$ cat config.mk
export PLATFORM = sky130hd
export DESIGN_NAME = disp_router
export DESIGN_NICKNAME = d
export VERILOG_FILES = /design/src/rtl/disp_pkg.sv /design/src/rtl/disp_merge.sv /design/src/rtl/disp_pick.sv /design/src/rtl/disp_hold.sv /design/src/rtl/disp_router.sv
export SDC_FILE = /design/constraint.sdc
export NUM_CORES = 1
export LEC_CHECK = 0
export CELL_PAD_IN_SITES_DETAIL_PLACEMENT = 1
export CELL_PAD_IN_SITES_GLOBAL_PLACEMENT = 2
export CORE_UTILIZATION = 38
export DETAILED_ROUTE_END_ITERATION = 16
export DONT_BUFFER_PORTS = 1
export PLACE_DENSITY = 0.93
export REMOVE_ABC_BUFFERS = 1
export SLEW_MARGIN = 30
export SYNTH_ARGS = -nofsm -noshare
export SYNTH_HDL_FRONTEND = slang
export SYNTH_SLANG_ARGS = --single-unit
$ cat constraint.sdc
create_clock -name clk_i -period 10.9 [get_ports clk_i]
set_input_delay 1.09 -clock clk_i [delete_from_list [all_inputs] [get_ports clk_i]]
set_output_delay 1.09 -clock clk_i [all_outputs]
set_load 0.05 [all_outputs]
$ cat src/rtl/disp_pkg.sv
package disp_pkg;
  typedef enum logic [1:0] {
    CLS_BR  = 2'b00,
    CLS_FX  = 2'b01,
    CLS_FP  = 2'b10,
    CLS_RSV = 2'b11
  } cls_e;
endpackage

$ cat src/rtl/disp_merge.sv
module disp_merge #(
  parameter int SLOTS  = 4,
  parameter int DATA_W = 32,
  localparam int CW    = $clog2(SLOTS + 1),
  localparam int IW    = (SLOTS > 1) ? $clog2(SLOTS) : 1
) (
  input  logic [CW-1:0]                 hold_cnt_i,
  input  logic [SLOTS-1:0][1:0]         hold_cls_i,
  input  logic [SLOTS-1:0][DATA_W-1:0]  hold_ins_i,
  input  logic [SLOTS-1:0]              grp_vld_i,
  input  logic [SLOTS-1:0][1:0]         grp_cls_i,
  input  logic [SLOTS-1:0][DATA_W-1:0]  grp_ins_i,
  output logic [SLOTS-1:0]              win_vld_o,
  output logic [SLOTS-1:0][1:0]         win_cls_o,
  output logic [SLOTS-1:0][DATA_W-1:0]  win_ins_o,
  output logic [CW-1:0]                 take_o
);
  logic [CW-1:0] rank;
  logic [CW-1:0] take;

  always_comb begin
    win_vld_o = '0;
    win_cls_o = '0;
    win_ins_o = '0;
    for (int i = 0; i < SLOTS; i++) begin
      if (CW'(i) < hold_cnt_i) begin
        win_vld_o[i] = 1'b1;
        win_cls_o[i] = hold_cls_i[i];
        win_ins_o[i] = hold_ins_i[i];
      end
    end
    // new valid slots packed behind held entries
    rank = hold_cnt_i;
    take = '0;
    for (int j = 0; j < SLOTS; j++) begin
      if (grp_vld_i[j] && (rank < CW'(SLOTS))) begin
        win_vld_o[rank[IW-1:0]] = 1'b1;
        win_cls_o[rank[IW-1:0]] = grp_cls_i[j];
        win_ins_o[rank[IW-1:0]] = grp_ins_i[j];
        rank = rank + CW'(1);
        take = take + CW'(1);
      end
    end
    take_o = take;
  end
endmodule

$ cat src/rtl/disp_pick.sv
module disp_pick
  import disp_pkg::*;
#(
  parameter int SLOTS  = 4,
  parameter int DATA_W = 32,
  parameter int INT_P  = 2,
  parameter int EXT_P  = 2,
  localparam int CW    = $clog2(SLOTS + 1),
  localparam int FW    = $clog2(EXT_P + 1),
  localparam int NW    = $clog2(SLOTS + INT_P + EXT_P + 4),
  localparam int IPW   = (INT_P > 1) ? $clog2(INT_P) : 1,
  localparam int EPW   = (EXT_P > 1) ? $clog2(EXT_P) : 1
) (
  input  logic [SLOTS-1:0]              win_vld_i,
  input  logic [SLOTS-1:0][1:0]         win_cls_i,
  input  logic [SLOTS-1:0][DATA_W-1:0]  win_ins_i,
  input  logic                          br_rdy_i,
  input  logic [FW-1:0]                 fx_free_i,
  input  logic [FW-1:0]                 fp_free_i,
  output logic [INT_P-1:0]              int_vld_o,
  output logic [INT_P-1:0][DATA_W-1:0]  int_ins_o,
  output logic [EXT_P-1:0]              ext_vld_o,
  output logic [EXT_P-1:0]              ext_fp_o,
  output logic [EXT_P-1:0][DATA_W-1:0]  ext_ins_o,
  output logic [CW-1:0]                 used_o
);
  logic          stop, ok, is_fp;
  logic [NW-1:0] n_int, n_ext, n_fx, n_fp, fx_lim, fp_lim;
  logic [CW-1:0] used;

  always_comb begin
    int_vld_o = '0;
    int_ins_o = '0;
    ext_vld_o = '0;
    ext_fp_o  = '0;
    ext_ins_o = '0;
    stop  = 1'b0;
    ok    = 1'b0;
    is_fp = 1'b0;
    n_int = '0;
    n_ext = '0;
    n_fx  = '0;
    n_fp  = '0;
    used  = '0;
    fx_lim = NW'(fx_free_i);
    fp_lim = NW'(fp_free_i);
    for (int i = 0; i < SLOTS; i++) begin
      ok    = 1'b0;
      is_fp = (win_cls_i[i] == CLS_FP);
      if (win_vld_i[i] && !stop) begin
        case (cls_e'(win_cls_i[i]))
          CLS_BR:  ok = br_rdy_i && (n_int < NW'(INT_P));
          CLS_FP:  ok = (n_ext < NW'(EXT_P)) && (n_fp < fp_lim);
          default: ok = (n_ext < NW'(EXT_P)) && (n_fx < fx_lim);
        endcase
        if (!ok) begin
          stop = 1'b1;
        end else if (win_cls_i[i] == CLS_BR) begin
          int_vld_o[n_int[IPW-1:0]] = 1'b1;
          int_ins_o[n_int[IPW-1:0]] = win_ins_i[i];
          n_int = n_int + NW'(1);
        end else begin
          ext_vld_o[n_ext[EPW-1:0]] = 1'b1;
          ext_fp_o[n_ext[EPW-1:0]]  = is_fp;
          ext_ins_o[n_ext[EPW-1:0]] = win_ins_i[i];
          n_ext = n_ext + NW'(1);
          if (is_fp) n_fp = n_fp + NW'(1);
          else       n_fx = n_fx + NW'(1);
        end
        if (ok) used = used + CW'(1);
      end
    end
    used_o = used;
  end
endmodule

$ cat src/rtl/disp_hold.sv
module disp_hold #(
  parameter int SLOTS  = 4,
  parameter int DATA_W = 32,
  localparam int CW    = $clog2(SLOTS + 1),
  localparam int XW    = CW + 1,
  localparam int IW    = (SLOTS > 1) ? $clog2(SLOTS) : 1
) (
  input  logic                          clk_i,
  input  logic                          rst_ni,
  input  logic [SLOTS-1:0]              win_vld_i,
  input  logic [SLOTS-1:0][1:0]         win_cls_i,
  input  logic [SLOTS-1:0][DATA_W-1:0]  win_ins_i,
  input  logic [CW-1:0]                 used_i,
  output logic [CW-1:0]                 hold_cnt_o,
  output logic [SLOTS-1:0][1:0]         hold_cls_o,
  output logic [SLOTS-1:0][DATA_W-1:0]  hold_ins_o
);
  logic [CW-1:0]                cnt_nxt;
  logic [SLOTS-1:0][1:0]        cls_nxt;
  logic [SLOTS-1:0][DATA_W-1:0] ins_nxt;
  logic [XW-1:0]                idx;

  always_comb begin
    cls_nxt = '0;
    ins_nxt = '0;
    idx     = '0;
    // shift out dispatched prefix
    for (int i = 0; i < SLOTS; i++) begin
      idx = XW'(i) + {1'b0, used_i};
      if (idx < XW'(SLOTS)) begin
        cls_nxt[i] = win_cls_i[idx[IW-1:0]];
        ins_nxt[i] = win_ins_i[idx[IW-1:0]];
      end
    end
    cnt_nxt = CW'($countones(win_vld_i)) - used_i;
  end

  always_ff @(posedge clk_i or negedge rst_ni) begin
    if (!rst_ni) begin
      hold_cnt_o <= '0;
      hold_cls_o <= '0;
      hold_ins_o <= '0;
    end else begin
      hold_cnt_o <= cnt_nxt;
      hold_cls_o <= cls_nxt;
      hold_ins_o <= ins_nxt;
    end
  end
endmodule

$ cat src/rtl/disp_router.sv
module disp_router #(
  parameter int SLOTS  = 4,
  parameter int DATA_W = 32,
  parameter int INT_P  = 2,
  parameter int EXT_P  = 2,
  localparam int CW    = $clog2(SLOTS + 1),
  localparam int FW    = $clog2(EXT_P + 1)
) (
  input  logic                       clk_i,
  input  logic                       rst_ni,
  input  logic [SLOTS-1:0]           grp_vld_i,
  input  logic [2*SLOTS-1:0]         grp_cls_i,
  input  logic [SLOTS*DATA_W-1:0]    grp_ins_i,
  output logic [CW-1:0]              grp_take_o,
  input  logic                       br_rdy_i,
  input  logic [FW-1:0]              fx_free_i,
  input  logic [FW-1:0]              fp_free_i,
  output logic [INT_P-1:0]           int_vld_o,
  output logic [INT_P*DATA_W-1:0]    int_ins_o,
  output logic [EXT_P-1:0]           ext_vld_o,
  output logic [EXT_P-1:0]           ext_fp_o,
  output logic [EXT_P*DATA_W-1:0]    ext_ins_o
);
  logic [CW-1:0]                hold_cnt;
  logic [SLOTS-1:0][1:0]        hold_cls;
  logic [SLOTS-1:0][DATA_W-1:0] hold_ins;
  logic [SLOTS-1:0]             win_vld;
  logic [SLOTS-1:0][1:0]        win_cls;
  logic [SLOTS-1:0][DATA_W-1:0] win_ins;
  logic [CW-1:0]                used;
  logic [INT_P-1:0][DATA_W-1:0] int_ins;
  logic [EXT_P-1:0][DATA_W-1:0] ext_ins;

  disp_merge #(.SLOTS(SLOTS), .DATA_W(DATA_W)) u_merge (
    .hold_cnt_i (hold_cnt),
    .hold_cls_i (hold_cls),
    .hold_ins_i (hold_ins),
    .grp_vld_i  (grp_vld_i),
    .grp_cls_i  (grp_cls_i),
    .grp_ins_i  (grp_ins_i),
    .win_vld_o  (win_vld),
    .win_cls_o  (win_cls),
    .win_ins_o  (win_ins),
    .take_o     (grp_take_o)
  );

  disp_pick #(.SLOTS(SLOTS), .DATA_W(DATA_W), .INT_P(INT_P), .EXT_P(EXT_P)) u_pick (
    .win_vld_i (win_vld),
    .win_cls_i (win_cls),
    .win_ins_i (win_ins),
    .br_rdy_i  (br_rdy_i),
    .fx_free_i (fx_free_i),
    .fp_free_i (fp_free_i),
    .int_vld_o (int_vld_o),
    .int_ins_o (int_ins),
    .ext_vld_o (ext_vld_o),
    .ext_fp_o  (ext_fp_o),
    .ext_ins_o (ext_ins),
    .used_o    (used)
  );

  disp_hold #(.SLOTS(SLOTS), .DATA_W(DATA_W)) u_hold (
    .clk_i      (clk_i),
    .rst_ni     (rst_ni),
    .win_vld_i  (win_vld),
    .win_cls_i  (win_cls),
    .win_ins_i  (win_ins),
    .used_i     (used),
    .hold_cnt_o (hold_cnt),
    .hold_cls_o (hold_cls),
    .hold_ins_o (hold_ins)
  );

  assign int_ins_o = int_ins;
  assign ext_ins_o = ext_ins;
endmodule

==> Yosys cells after proc, flatten, opt, wreduce, memory -nomap -nowiden <==
Index checks and enable logic that the tools add are counted.
{ "totals": {"register_bits": 139, "inputBits": 147, "out_inout_bits": 137, "word_cells": 374} }
{ "classes": {"n_addsub": 24, "magnitude_cmp": 50, "eq_ne": 4, "n_mux": 244, "bitwise_logic": 10, "n_reduce_logical": 33} }
{ "op_table": {"columns": ["op", "n"], "rows": [
  ["2-to-1 mux 64 bit", 18],
  ["2-to-1 mux 32 bit", 28],
  ["bitwise mux 128 bit", 4],
  ["2-to-1 mux 128 bit", 4],
  ["bitwise mux 64 bit", 6],
  ["binary-select mux 32 bit (select 2 bit)", 4],
  ["demux 32 bit (select 2 bit)", 4],
  ["demux 32 bit (select 1 bit)", 6],
  ["2-to-1 mux 4 bit", 42],
  ["2-to-1 mux 2 bit", 43],
  ["2-to-1 mux 1 bit", 39],
  ["2-to-1 mux 3 bit", 13],
  ["adder 4 x 1 -> 4 bit (second input constant)", 8],
  ["bitwise mux 8 bit", 4],
  ["2-to-1 mux 8 bit", 4],
  ["logical AND 1 bit", 26],
  ["adder 3 x 1 -> 3 bit (second input constant)", 8],
  ["< comparator 2 x 3 -> 1 bit (second input constant)", 8],
  ["< comparator 4 x 2 -> 1 bit", 6],
  ["< comparator 4 x 2 -> 1 bit (second input constant)", 6],
  ["binary-select mux 2 bit (select 2 bit)", 4],
  ["demux 2 bit (select 2 bit)", 4],
  ["OR 4 bit", 4],
  ["< comparator 3 bit (second input constant)", 5],
  ["other kinds (22)", 67]
]} }

==> Logic depth before layout (Yosys ltp) <==
Gate-level depths: netlist of run 1.
{ "logic_depth": {"depth_word": 42, "ltp_mapped": 39, "depth_no_buf": 37} }

==> By module <==
A second synthesis of run 1 with hierarchy kept.
{ "unflattened": {"cells_unflattened": 2154, "hier_area_um2": 18781.8} }
{ "modules_own_cells": {"columns": ["module", "instances", "cells_each", "area_each_um2", "seq_area_each_um2"], "rows": [
  ["disp_hold", 1, 478, 7349.5, 3478.3],
  ["disp_merge", 1, 954, 6159.7, 0.0],
  ["disp_pick", 1, 722, 5272.6, 0.0]
]} }

==> Worst setup path after synthesis of run 1 <==
No wires, ideal clock.
{ "synth_path": {"path_kind": "input-to-output", "from": "input grp_vld_i[0]", "to": "output ext_ins_o[33]", "t_arrival_ps": 8817, "t_required_ps": 9810, "slack_ps": 993, "path_stages": 30, "n_path_buf": 3, "path_cell_list": "buf_2 and3b_1 a21oi_1 inv_1 ha_1 nor3_1 nor2_1 ha_1 nand2_1 nand4_1 a211oi_4 mux2i_1 a211oi_4 nor4_4 clkbuf_1 and2_1 ha_1 nand3_1 mux2_2 nand3_1 mux2_2 ha_1 and2_1 nand2_1 o221ai_1 mux2i_1 nand2_1 nor4_1 clkbuf_1 mux2i_1"} }
{ "synth_between": {"elab_chain_cells": 39, "word_cells_on_any_way": 186, "classes_between": "add/sub: 10; order compare: 27; eq/ne: 4; mux: 113; bitwise: 3; reduce/logical: 29"} }
{ "synth_lines": {"columns": ["element", "line_no", "rtl"], "rows": [
  ["start: declaration", "disp_router.sv:11", "input logic [SLOTS-1:0] grp_vld_i,"],
  ["logical AND 1 bit *", "disp_merge.sv:36", "if (grp_vld_i[j] && (rank < CW'(SLOTS))) begin"],
  ["2-to-1 mux 3 bit", "disp_merge.sv:36", null],
  ["< comparator 3 bit", "disp_merge.sv:36", null],
  ["logical AND 1 bit", "disp_merge.sv:36", null],
  ["2-to-1 mux 3 bit", "disp_merge.sv:36", null],
  ["< comparator 3 bit", "disp_merge.sv:36", null],
  ["logical AND 1 bit", "disp_merge.sv:36", null],
  ["2-to-1 mux 3 bit", "disp_merge.sv:36", null],
  ["[... 23 more ...]", null, null],
  ["< comparator 1 x 2 -> 1 bit (not written as such) or greater-or-equal comparator 1 bit (tied branches)", "disp_pick.sv:65", "ext_ins_o[n_ext[EPW-1:0]] = win_ins_i[i];"],
  ["logical AND 1 bit (not written as such)", "disp_pick.sv:65", null],
  ["2-to-1 mux 32 bit (not written as such)", "disp_pick.sv:65", null],
  ["demux 32 bit (select 1 bit)", null, null],
  ["bitwise mux 64 bit", "disp_pick.sv:65", null],
  ["2-to-1 mux 64 bit", "disp_pick.sv:58", "end else if (win_cls_i[i] == CLS_BR) begin"],
  ["2-to-1 mux 64 bit", "disp_pick.sv:56", "if (!ok) begin"],
  ["2-to-1 mux 64 bit *", "disp_pick.sv:50", "if (win_vld_i[i] && !stop) begin"],
  ["end: declaration", "disp_router.sv:22", "output logic [EXT_P*DATA_W-1:0] ext_ins_o"]
]} }
Mark *: on every way between the ends. The rest lies on a longest branch, timed or not. The select of a mux whose other input is x is not followed.

==> Final worst setup path of run 1 <==
{ "layout_path": {"from": "register u_hold.hold_cnt_o[1]", "to": "output ext_ins_o[38]"} }
{ "layout_between": {"elab_chain_cells": 40, "word_cells_on_any_way": 215, "classes_between": "add/sub: 11; order compare: 34; eq/ne: 4; mux: 132; bitwise: 4; reduce/logical: 30"} }
{ "layout_lines": {"columns": ["element", "line_no", "rtl"], "rows": [
  ["start: declaration", "disp_hold.sv:14", "output logic [CW-1:0] hold_cnt_o,"],
  ["start signal: assignment", "disp_hold.sv:44", "hold_cnt_o <= cnt_nxt;"],
  ["< comparator 3 bit", "disp_merge.sv:36", null],
  ["logical AND 1 bit", "disp_merge.sv:36", null],
  ["2-to-1 mux 3 bit", "disp_merge.sv:36", null],
  ["< comparator 3 bit", "disp_merge.sv:36", null],
  ["logical AND 1 bit", "disp_merge.sv:36", null],
  ["2-to-1 mux 3 bit", "disp_merge.sv:36", null],
  ["< comparator 3 bit", "disp_merge.sv:36", null],
  ["logical AND 1 bit", "disp_merge.sv:36", null],
  ["[... 24 more ...]", null, null],
  ["< comparator 1 x 2 -> 1 bit (not written as such) or greater-or-equal comparator 1 bit (tied branches)", "disp_pick.sv:65", null],
  ["logical AND 1 bit (not written as such)", "disp_pick.sv:65", null],
  ["2-to-1 mux 32 bit (not written as such)", "disp_pick.sv:65", null],
  ["demux 32 bit (select 1 bit)", null, null],
  ["bitwise mux 64 bit", "disp_pick.sv:65", null],
  ["2-to-1 mux 64 bit", "disp_pick.sv:58", null],
  ["2-to-1 mux 64 bit", "disp_pick.sv:56", null],
  ["2-to-1 mux 64 bit *", "disp_pick.sv:50", null]
]} }
Marked as above.

==> impl_metrics.yaml, run 1 <==
synth:
  synth_warnings: 0
  synthTopCellsByArea: "dfrtp_1 20%, a21oi_1 10%, mux4_2 8.8%, nor2_1 7.8%, mux2_2 4.9%"
  synth_edf_count: 0
  syn_inst: 2398
  ys_seq_area_share_pct: 19.9
  synth_ff_type: "dfrtp_1"
  avgSynthCellArea_um2: 7.27
  synth_area_um2: 17400
  async_reset_ff_share_pct: 100
  synth_area_leader_cell: "dfrtp_1"
  synth.top_cell.area_share_pct: 19.9
  ys_types: 78
  synth-seq-cells: 139
final_layout:
  n_fill_cell: 5621
  regArea_um2: 3480
  n_antenna_cell: 0
  drive_gt1_share_pct: 18.1
  multi_input_area_um2: 13000
  final_nets: 2547
  area_delta_synth_final_pct: 11.6
routing:
  antenna_left: 0
  drt-total-wl_um: 91400
  drt_iter0_drc: 2610
  vias: 21600
  wl_per_cell_um: 30.8
  firstDrtPassIters: 6
  drc: 0
  vias_per_cell: 7.28
timing:
  worstMarginPinSlew_ns: 1.07
  hold_viol_final: 0
  rsz0062_at_grt: "false"
  clock.fmax_mhz: 96.3
  finalCritPeriodShare_pct: 95.3
  relSlewSlack_pct: 28.4
  fin_skew_ns: 0.00941
  setup_viol: 0
  period_minus_slack_ns: 10.39
  timing_max_transition_violations_final: 0
  layout_setup_ws_ns: 0.513
worst_setup_path:
  worstSetupEndpointType: "primary output"
  crit_type: "flip-flop to primary output"
  crit_family: "simple AND/OR/NAND/NOR gates"
  path_buf_inv: 7
  cp.arrival_ns: 9.30
  worstSetupStartpoint: "u_hold.hold_cnt_o[1]"
  r2r_slack_ns: 0.87
  cpMaxStageDelayCell: "dfrtp_1"
  critPathMaxStageDelay_ns: 0.53
  timing.rr.end: "u_hold.hold_ins_o[58]"
  cp.depth: 33
  cp-start-kind: "flip-flop"
  crit_path_end: "ext_ins_o[38]"
  r2r-start: "u_hold.hold_cnt_o[1]"
  crit_path_frequent_cell: "ha_1"
  r2r_cells: 35
  worstPathRequired_ns: 9.81
  cp_max_fo: 28
global_route:
  grt_usage_pct: 37.9
  grt_max_degree: 140
  overflow: 0
  grt_antenna_before_repair: 0
  grt_pass1_vias: 22300
  grt_pass1_wl_um: 136000
die:
  ioPinCount: 284
  core_area_um2: 45300
  rows: 78
  die_x_um: 216
  start_util_pct: 38.5
  die-area_um2: 46700
  die_h_um: 216
clock_tree:
  htreeDepth: 4
  numCtsBuffers: 17
  cts-hold-fix-buffers: 0
  cts_tree: "yes"
  cts.path.max_buffers: 2
  clk_latency_ns: 0.45
  root_buffer: "clkbuf_16"
  clock-sinks: 139
  clk_pin_slew_worst_paths_ns: 0.07
placed_design:
  place_hpwl_um: 58400
  port_buffers: 0
  routabilityCongestion: 0.928
  post-place-ws_ns: 0.625
worst_hold_path:
  hold_class: "input pin to asynchronous set/reset pin"
run_status:
  status: "complete, no violations"
flow_run:
  maxCapViolations: 0
[area by class of cell]
type / count / share of cell area, %
multi-input cells: 1966 / 66.7
flip-flops and latches: 139 / 17.9
repair buffers: 188 / 7.44
well taps: 600 / 3.86
clock buffers: 17 / 2.19
clock inverters: 14 / 1.00
inverters: 46 / 0.900
[flip-flops by register name (all words and copies together), names as in the netlist]
name	cells
u_hold.hold_cls_o	8
u_hold.hold_ins_o	128
u_hold.hold_cnt_o	3
[worst register-to-register path, delay by kind of cell (launching register included)]
family,cells,cell delay (ns)
and+or+nand+nor,11,2.05
DFF,1,0.53
AOI/OAI and AO/OA,10,3.63
muxes,1,0.27
buffers and inverters,8,2.08
adders and majority gates,5,1.30
[metal layers]
metal  vias up  share of wire, %  track usage, %
met3       417                12            10.9
li1       8960                 -               -
met2      1569                45            59.8
met5         -                 0               0
met4         0               5.4            21.2
met1     10700                37            46.3
[logic make-up (layout without fill, tap and decap cells)]
group | Yosys count | in the layout | synth area share [%]
xor gates and xnor gates | 9 | 9 | 0.452
and+or+nand+nor | 779 | 779 | 19.3
buffers and inverters | 293 | 265 | 6.73
muxes | 188 | 188 | 16.2
AOI/OAI and AO/OA | 948 | 948 | 34.2
adders and majority gates | 42 | 42 | 3.10
DFF | 139 | 139 | 19.9
[placed cells by master, fill, tap and decap left out, types with 68 or more instances in the layout]
| master | count |
|---|---|
| a211oi_1 | 70 |
| a21oi_1 | 365 |
| a221oi_1 | 71 |
| buf_4 | 185 |
| dfrtp_1 | 138 |
| mux2_2 | 76 |
| mux4_2 | 68 |
| nand2_1 | 201 |
| nor2_1 | 360 |
| nor3_1 | 75 |
| o21ai_1 | 101 |
| o22ai_1 | 102 |
[worst min path at each step]
stage / to / slack (ns) / from / cells past startpoint
4_1_cts: u_hold.hold_cnt_o[0] / 0.34 / rst_ni / 0
3_5_place_dp: u_hold.hold_ins_o[100] / 0.80 / rst_ni / 0
5_1_grt: u_hold.hold_ins_o[100] / 0.34 / rst_ni / 0
3_3_place_gp: u_hold.hold_ins_o[100] / 0.80 / rst_ni / 0
2_1_floorplan: u_hold.hold_cls_o[0] / 0.79 / rst_ni / 0
6_report: u_hold.hold_ins_o[44] / 0.35 / rst_ni / 0
[synth_stat cells (3+ instances only)]
library cell / number
a31oi_1: 8
and4_1: 5
buf_2: 15
buf_1: 32
ha_1: 40
o311ai_0: 34
or2_2: 7
o31a_1: 5
o31ai_1: 11
clkbuf_1: 192
nand2_1: 210
nor3b_1: 3
nand4_1: 8
a2bb2oi_1: 3
o211ai_1: 67
nor4_1: 4
dfrtp_1: 139
a211oi_1: 70
o21a_1: 4
nor2_1: 363
xnor2_1: 7
o22ai_1: 102
inv_1: 45
a21oi_1: 365
mux2i_1: 43
nor3_1: 76
mux2_2: 76
o21ai_0: 109
nand3_1: 50
a211o_1: 4
a22oi_1: 34
o2111ai_1: 3
a221oi_1: 71
nand2b_1: 12
mux4_2: 68
and3b_1: 4
o21ai_1: 33
and2_1: 11
and3_1: 8
buf_6: 6
[metrics by stage]
stage               hold WS [ns]  area, um2  util (%)  setup TNS [ns]  std cells
finish                     0.348      19500      43.0               0       2970
global route               0.339      19500      43.0               0       2970
CTS                        0.340      19400      42.8               0       2965
detailed placement         0.804      18800      41.4               0       2934
global placement           0.805      18700      41.4               0       2934
floorplan                  0.794      16400         -         -732.67       2151
[repair_timing]
action,CTS,global route
buffers inserted,0,4
setup endpoints to repair,0,1
gates resized for setup,0,2
Power of run 1 is left out: the tool's default activity adds up to more than one toggle a clock period on the data nets, which glitch-free logic cannot reach.
==> inputs of run 2 (changes only) <==
- CORE_ASPECT_RATIO: not set -> 1.5
==> run 2 against run 1 <==
Design area shrank 0.51%. Utilization hardly changed. Non-clock buffer count shrank 11. Worst setup slack lost 0.15 ns. Final cell count shrank 0.94%. Worst hold slack lost 0.027 ns. Clock-buffer cell count up 7. Critical path depth shrank 1. Die area barely moved. Maximum frequency down 1.4%. Wire length up 3.0%. Via count grew 1.4%. Highest routed layer is now met5.
==> impl_metrics.yaml, run 2 (same netlist as run 1, synthesis figures left out) <==
global_route:
  overflow: 0
  grt_usage_pct: 39.9
  grt_pass1_wl_um: 140000
  grt_max_degree: 140
  grt_antenna_before_repair: 5
  grt_pass1_vias: 22900
final_layout:
  layout_common_cells: "365 x a21oi_1, 360 x nor2_1, 201 x nand2_1"
  largest_reg_flops: 128
  fin_util_pct: 43.0
  finalInstanceArea_um2: 19400
  final_nets: 2536
  layout_commonest_cell: "a21oi_1"
  n_antenna_cell: 0
  top_regs: "u_hold.hold_ins_o: 128 flops, u_hold.hold_cls_o: 8 flops, u_hold.hold_cnt_o: 3 flops"
  top_register: "u_hold.hold_ins_o"
  drive_gt1_share_pct: 17.4
  area_delta_synth_final_pct: 11.1
die:
  rows: 95
  die-area_um2: 46800
  die_x_um: 177
  core_area_um2: 45000
  die_h_um: 264
  start_util_pct: 38.7
  ioPinCount: 284
run_status:
  status: "complete, no violations"
timing:
  fin_skew_ns: 0.00928
  period_minus_slack_ns: 10.54
  setup-tns-final_ns: 0
  setup_viol: 0
  finalCritPeriodShare_pct: 96.7
  relSlewSlack_pct: 26.3
  layout_setup_ws_ns: 0.365
  rsz0062_at_grt: "false"
  clock.fmax_mhz: 94.9
  timing_max_transition_violations_final: 0
  hold_viol_final: 0
  worstMarginPinSlew_ns: 1.10
routing:
  antenna_left: 0
  wl_per_cell_um: 32.0
  drt_iter0_drc: 2282
  drc: 0
  vias: 21900
  vias_per_cell: 7.46
  firstDrtPassIters: 6
  drt-total-wl_um: 94100
clock_tree:
  cts.path.max_buffers: 2
  cts_tree: "yes"
  clock-sinks: 139
  numCtsBuffers: 17
  root_buffer: "clkbuf_16"
  clk_latency_ns: 0.47
  clk_pin_slew_worst_paths_ns: 0.06
  htreeDepth: 4
  cts-hold-fix-buffers: 0
worst_setup_path:
  crit_path_frequent_cell: "nor2_1"
  crit_type: "flip-flop to primary output"
  cp.arrival_ns: 9.45
  cp.depth: 32
  crit_family: "simple AND/OR/NAND/NOR gates"
  r2r_cells: 35
  worstPathRequired_ns: 9.81
  critPathMaxStageDelay_ns: 0.68
  cp-start-kind: "flip-flop"
  path_buf_inv: 7
  cpMaxStageDelayCell: "and2_4"
  cp_max_fo: 48
  worstSetupEndpointType: "primary output"
flow_run:
  maxCapViolations: 0
worst_hold_path:
  hold_class: "input pin to asynchronous set/reset pin"
placed_design:
  placed_cell_area_um2: 18800
  post-place-ws_ns: 0.973
  port_buffers: 0
  routabilityCongestion: 0.938
  place_hpwl_um: 58500
[run 2: cell types whose count changed in the layout (fill, tap and decap cells not counted), moves of 3 or more]
cell and delta:
buf_4 -15, clkinv_4 -4, clkbuf_1 +5, buf_16 +3
[run 2: layout make-up]
cell class | count | area (um2)
fill | 5567 | 25700
multi-input combinational | 1966 | 13000
sequential | 139 | 3480
timing repair buffer | 177 | 1440
tap | 582 | 728
clock buffer | 24 | 472
inverter | 46 | 175
clock inverter | 8 | 92.6
[run 2: path summary, 6_finish.rpt]
kind                                  startpoint                endpoint  slack, ns
max in group asynchronous                 rst_ni   u_hold.hold_ins_o[91]      10.27
min in group clk_i                 grp_ins_i[98]    u_hold.hold_ins_o[2]       1.16
max reg2reg                 u_hold.hold_cnt_o[0]   u_hold.hold_ins_o[33]       1.05
min reg2reg                u_hold.hold_ins_o[21]   u_hold.hold_ins_o[21]       1.19
max                         u_hold.hold_cnt_o[0]           int_ins_o[58]       0.36
min                                       rst_ni  u_hold.hold_ins_o[115]       0.32
[run 2: what timing repair did]
item	in CTS	in global routing
resized for setup	0	1
endpoints found under the setup margin	0	3
setup buffers	0	0
[run 2: metrics by stage]
step / hold slack, ns / instances
2_1_floorplan: 0.794 / 2151
3_3_place_gp: 0.802 / 2907
3_5_place_dp: 0.802 / 2910
4_1_cts: 0.316 / 2942
5_1_grt: 0.314 / 2942
6_report: 0.321 / 2942
[run 2: layer usage]
layer	wire, um	track usage, %	up-vias	part of all wire [%]
met5	76	0	-	0.081
met1	30800	43.4	10700	33
met2	43000	62.1	1721	46
met4	8790	34.5	10	9.3
li1	-	-	8934	-
met3	11500	12.7	594	12
Power of run 2 is left out for the same reason.
